--- config.mk ---
export PLATFORM = sky130hd
export DESIGN_NAME = barrel_carry_unit
export DESIGN_NICKNAME = d
export VERILOG_FILES = /design/src/rtl/barrel_carry_pkg.sv /design/src/rtl/bit_mirror.sv /design/src/rtl/rotr_stages.sv /design/src/rtl/keep_mask.sv /design/src/rtl/barrel_carry_unit.sv
export SDC_FILE = /design/constraint.sdc
export NUM_CORES = 1
export LEC_CHECK = 0
export BUFFER_PORTS_ARGS = -buffer_cell sky130_fd_sc_hd__buf_2
export CAP_MARGIN = 20
export CELL_PAD_IN_SITES_DETAIL_PLACEMENT = 1
export CELL_PAD_IN_SITES_GLOBAL_PLACEMENT = 1
export CORE_MARGIN = 4
export CORE_UTILIZATION = 40
export CTS_CLUSTER_DIAMETER = 40
export DETAILED_ROUTE_END_ITERATION = 16
export GPL_ROUTABILITY_DRIVEN = 0
export MAX_ROUTING_LAYER = met4
export PLACE_DENSITY_LB_ADDON = 0.1
export SLEW_MARGIN = 20
export SYNTH_ARGS = -nofsm -noshare
export SYNTH_HDL_FRONTEND = slang
export SYNTH_SLANG_ARGS = --single-unit
--- constraint.sdc ---
create_clock -name clk -period 3 [get_ports clk]
set_input_delay 0.45 -clock clk [delete_from_list [all_inputs] [get_ports clk]]
set_output_delay 0.45 -clock clk [all_outputs]
set_load 0.01 [all_outputs]
--- src/rtl/barrel_carry_pkg.sv ---
package barrel_carry_pkg;
  typedef enum logic [1:0] {
    OP_ASR = 2'd0,
    OP_LSR = 2'd1,
    OP_LSL = 2'd2,
    OP_ROR = 2'd3
  } shift_op_e;
endpackage

--- src/rtl/bit_mirror.sv ---
module bit_mirror #(
  parameter int W = 32
) (
  input  logic [W-1:0] din,
  output logic [W-1:0] dout
);
  for (genvar i = 0; i < W; i++) begin : g_bit
    assign dout[i] = din[W-1-i];
  end
endmodule

--- src/rtl/rotr_stages.sv ---
module rotr_stages #(
  parameter int W    = 32,
  parameter int LOGW = $clog2(W)
) (
  input  logic [W-1:0]    din,
  input  logic [LOGW-1:0] amt,
  output logic [W-1:0]    dout
);
  logic [W-1:0] stage [LOGW+1];

  assign stage[0] = din;

  for (genvar s = 0; s < LOGW; s++) begin : g_stage
    localparam int STEP = 1 << s;
    assign stage[s+1] = amt[s] ? {stage[s][STEP-1:0], stage[s][W-1:STEP]} : stage[s];
  end

  assign dout = stage[LOGW];
endmodule

--- src/rtl/keep_mask.sv ---
module keep_mask #(
  parameter int W    = 32,
  parameter int LOGW = $clog2(W)
) (
  input  logic [LOGW-1:0] amt,
  output logic [W-1:0]    keep
);
  for (genvar i = 0; i < W; i++) begin : g_bit
    assign keep[i] = (i + int'(amt)) < W;
  end
endmodule

--- src/rtl/barrel_carry_unit.sv ---
module barrel_carry_unit #(
  parameter int W     = 32,
  parameter int AMT_W = 8
) (
  input  logic             clk,
  input  logic             rst,
  input  logic [W-1:0]     operand_in,
  input  logic [AMT_W-1:0] shamt_in,
  input  logic [1:0]       op_sel,
  input  logic             carry_in,
  input  logic             flag_upd_in,
  output logic [W-1:0]     result_q,
  output logic             carry_q
);
  import barrel_carry_pkg::*;

  localparam int LOGW = $clog2(W);
  localparam logic [AMT_W-1:0] W_AMT = AMT_W'(W);

  shift_op_e    op;
  logic         len_zero, len_big, len_exact, is_left, sign_bit;
  logic [LOGW-1:0] rot_amt;
  logic [W-1:0] core_in, rot_out, keep, filled, left_out, res_d;
  logic         carry_d;

  assign op        = shift_op_e'(op_sel);
  assign len_zero  = (shamt_in == '0);
  assign len_big   = (shamt_in >= W_AMT);
  assign len_exact = (shamt_in == W_AMT);
  assign rot_amt   = shamt_in[LOGW-1:0];
  assign is_left   = (op == OP_LSL);
  assign sign_bit  = operand_in[W-1];

  logic [W-1:0] mirrored_in;

  bit_mirror #(.W(W)) u_mirror_in (
    .din  (operand_in),
    .dout (mirrored_in)
  );

  assign core_in = is_left ? mirrored_in : operand_in;

  rotr_stages #(.W(W), .LOGW(LOGW)) u_rot (
    .din  (core_in),
    .amt  (rot_amt),
    .dout (rot_out)
  );

  keep_mask #(.W(W), .LOGW(LOGW)) u_mask (
    .amt  (rot_amt),
    .keep (keep)
  );

  always_comb begin
    filled = rot_out & keep;
    if (op == OP_ASR && sign_bit) begin
      filled = filled | ~keep;
    end
  end

  bit_mirror #(.W(W)) u_mirror_out (
    .din  (filled),
    .dout (left_out)
  );

  always_comb begin
    res_d = operand_in;
    if (!len_zero) begin
      unique case (op)
        OP_ASR:  res_d = len_big ? {W{sign_bit}} : filled;
        OP_LSR:  res_d = len_big ? '0 : filled;
        OP_LSL:  res_d = len_big ? '0 : left_out;
        default: res_d = rot_out;
      endcase
    end
  end

  always_comb begin
    carry_d = carry_in;
    if (flag_upd_in && !len_zero) begin
      if (len_big && !len_exact) begin
        unique case (op)
          OP_ASR:  carry_d = sign_bit;
          OP_LSR:  carry_d = 1'b0;
          OP_LSL:  carry_d = 1'b0;
          default: carry_d = rot_out[W-1];
        endcase
      end else begin
        carry_d = rot_out[W-1];
      end
    end
  end

  always_ff @(posedge clk) begin
    if (rst) begin
      result_q <= '0;
      carry_q  <= 1'b0;
    end else begin
      result_q <= res_d;
      carry_q  <= carry_d;
    end
  end
endmodule

==> results.cfg <==
[layout]
final_area_sq_um = 7300
area_delta_synth_final_pct = 28.8
nets = 902
fill_cells = 1731
drive_gt1_frac = 0.364
layout_commonest_cell = buf_4
mostFrequentLayoutCells = buf_4 (126), nand2_1 (91), nor2_1 (80)

[yosys]
yosys_warnings = 0
synth_edf_count = 0
synth.avg_cell_area_sq_um = 8.09
syn-cell-area_sq_um = 5670
synthesis.nets = 747
yosys_register_bits = 33
ys_async_sr_fraction = 0
synthFlopType = dfxtp_1
synthDistinctLibCells = 71
syn-instance-count = 701
synth-seq-area-share = 0.117

[sta]
period_share = 0.997
setup_viol = 0
final.min_clock_period_ps = 2990
fmax_mhz = 334
hold_viol_final = 0
rsz0062_at_grt = false
max_slew_margin = 0.459
tightest_slew_ps = 805
final_max_slew_viol_count = 0

[clock_network]
tritoncts = built
numCtsBuffers = 5
cts_root_buf = clkbuf_16
h-tree-depth = 2
clkSinkCount = 33
clockBufferDepth = 2
clk_pin_slew_ps = 60

[global_routing]
antenna_found_initial = 2
grt_pass1_wl_mm = 49.6
grt_overflow = 0
grt_pass1_vias = 7820
grt_use_total = 0.421
grt_max_degree = 49

[setup_path]
crit_top_cell = mux4_2
cp_top_family = multiplexers
cp_max_fo = 5
path_class = input pin to flip-flop
critical_path_depth = 8
end_kind = flip-flop
critPathLaunchType = input pin
arrival_ps = 3150
crit_slowest_cell = mux4_2
crit_chain = buf_2 > nor2b_4 > buf_4 > mux4_2 > mux4_2 > mux4_2 > a221oi_1 > a2111oi_0
critPathMaxStageDelay_ps = 560
crit_required_ps = 3160
crit_buf_inv = 2

[drt]
via_count = 7819
wl_mm = 33.5
ant_nets = 0
drtIter0Drc = 1535
avgViaCountPerCell = 7.53
first_pass_iters = 8
drc = 0
wire_per_inst_microns = 32.3

[floorplanning]
num_rows = 43
die_h_microns = 127
pin_count = 79
start_util = 0.408
die_w_microns = 127
die-area_sq_um = 16100
core_area_sq_um = 13900

[flow_run]
drv_cap = 0

[place]
io_buffers = 78
placed_area_sq_um = 7090
dp_hpwl_mm = 25.6

[worst_hold_path]
worst_hold_path_type = input pin to flip-flop
hold_depth = 2

[power]
p_leak_nw = 3.04
total_power_w = 0.00248
powerDensity_nw_per_um2 = 339
vdd_drop_max_v = 0.000216

[status]
status = completed
-- final timing paths --
check,from,to
setup / recovery,op_sel[0],result_q[6]$_SDFF_PP0_
hold / removal,rst,result_q[6]$_SDFF_PP0_
-- synthesized netlist by cell type, drive strengths merged (6+ instances only) --
| cell type | instances | area, sq um |
|---|---|---|
| a211oi | 17 | 133 |
| a21oi | 45 | 225 |
| a221oi | 6 | 52.6 |
| a22oi | 14 | 105 |
| a311oi | 8 | 76.3 |
| a31oi | 21 | 131 |
| and2 | 14 | 87.6 |
| and3 | 7 | 43.8 |
| buf | 25 | 155 |
| clkbuf | 41 | 154 |
| dfxtp | 33 | 661 |
| mux2 | 15 | 169 |
| mux2i | 45 | 450 |
| mux4 | 59 | 1330 |
| nand2 | 91 | 342 |
| nand3 | 18 | 90.1 |
| nor2 | 80 | 300 |
| nor3 | 21 | 105 |
| o211ai | 8 | 60.1 |
| o21ai | 25 | 125 |
| o221ai | 6 | 52.6 |
| o22ai | 6 | 37.5 |
-- cell type report --
cell class	instances	area, sq um	area share
Tap cell	180	225	0.0309
Timing Repair Buffer	214	1540	0.211
Multi-Input combinational cell	594	4690	0.643
Inverter	8	30.0	0.00411
Antenna cell	2	5.00	0.000686
Sequential cell	33	661	0.0905
Clock buffer	5	125	0.0171
Clock inverter	3	17.5	0.00240
-- kinds of logic after synthesis --
logic type / after synthesis / synth area share
multiplexers: 119 / 0.344
AND/OR/NAND/NOR: 254 / 0.202
flip-flops: 33 / 0.117
AO/OA/AOI/OAI: 221 / 0.278
buffers and inverters: 74 / 0.0598
-- stage by stage --
step	utilization	worst slack, ps	instances	TNS (ps)	hold slack, ps
6_report	0.526	8.83	1039	0	429
5_1_grt	0.526	2.80	1039	0	430
4_1_cts	0.521	105	1035	0	401
3_5_place_dp	0.511	-208	1027	-3160	720
3_3_place_gp	0.511	-181	1027	-1720	719
2_1_floorplan	-	80.8	701	0	576
-- state kept, by name, indices dropped and copies added (netlist names) --
name	cells
result_q	32
carry_q	1
-- routing by layer --
layer / global-route usage / wire length (microns) / up-vias
met5: - / 0 / -
met4: 0.266 / 2790 / 0
met3: 0.129 / 5130 / 234
met2: 0.612 / 14100 / 815
met1: 0.508 / 11500 / 3678
li1: - / - / 3092
-- power breakdown --
part           total [W]  internal [W]  switching, W
Sequential      0.000483      0.000472     0.0000100
Combinational    0.00146      0.000616      0.000845
Clock           0.000534      0.000305      0.000229
-- timing repair --
item,in CTS,in global routing
hold buffers,0,0
resized for setup,0,7
setup endpoints to repair,0,4
buffers inserted,0,1
Note: power is estimated with default switching activity, not from simulation.
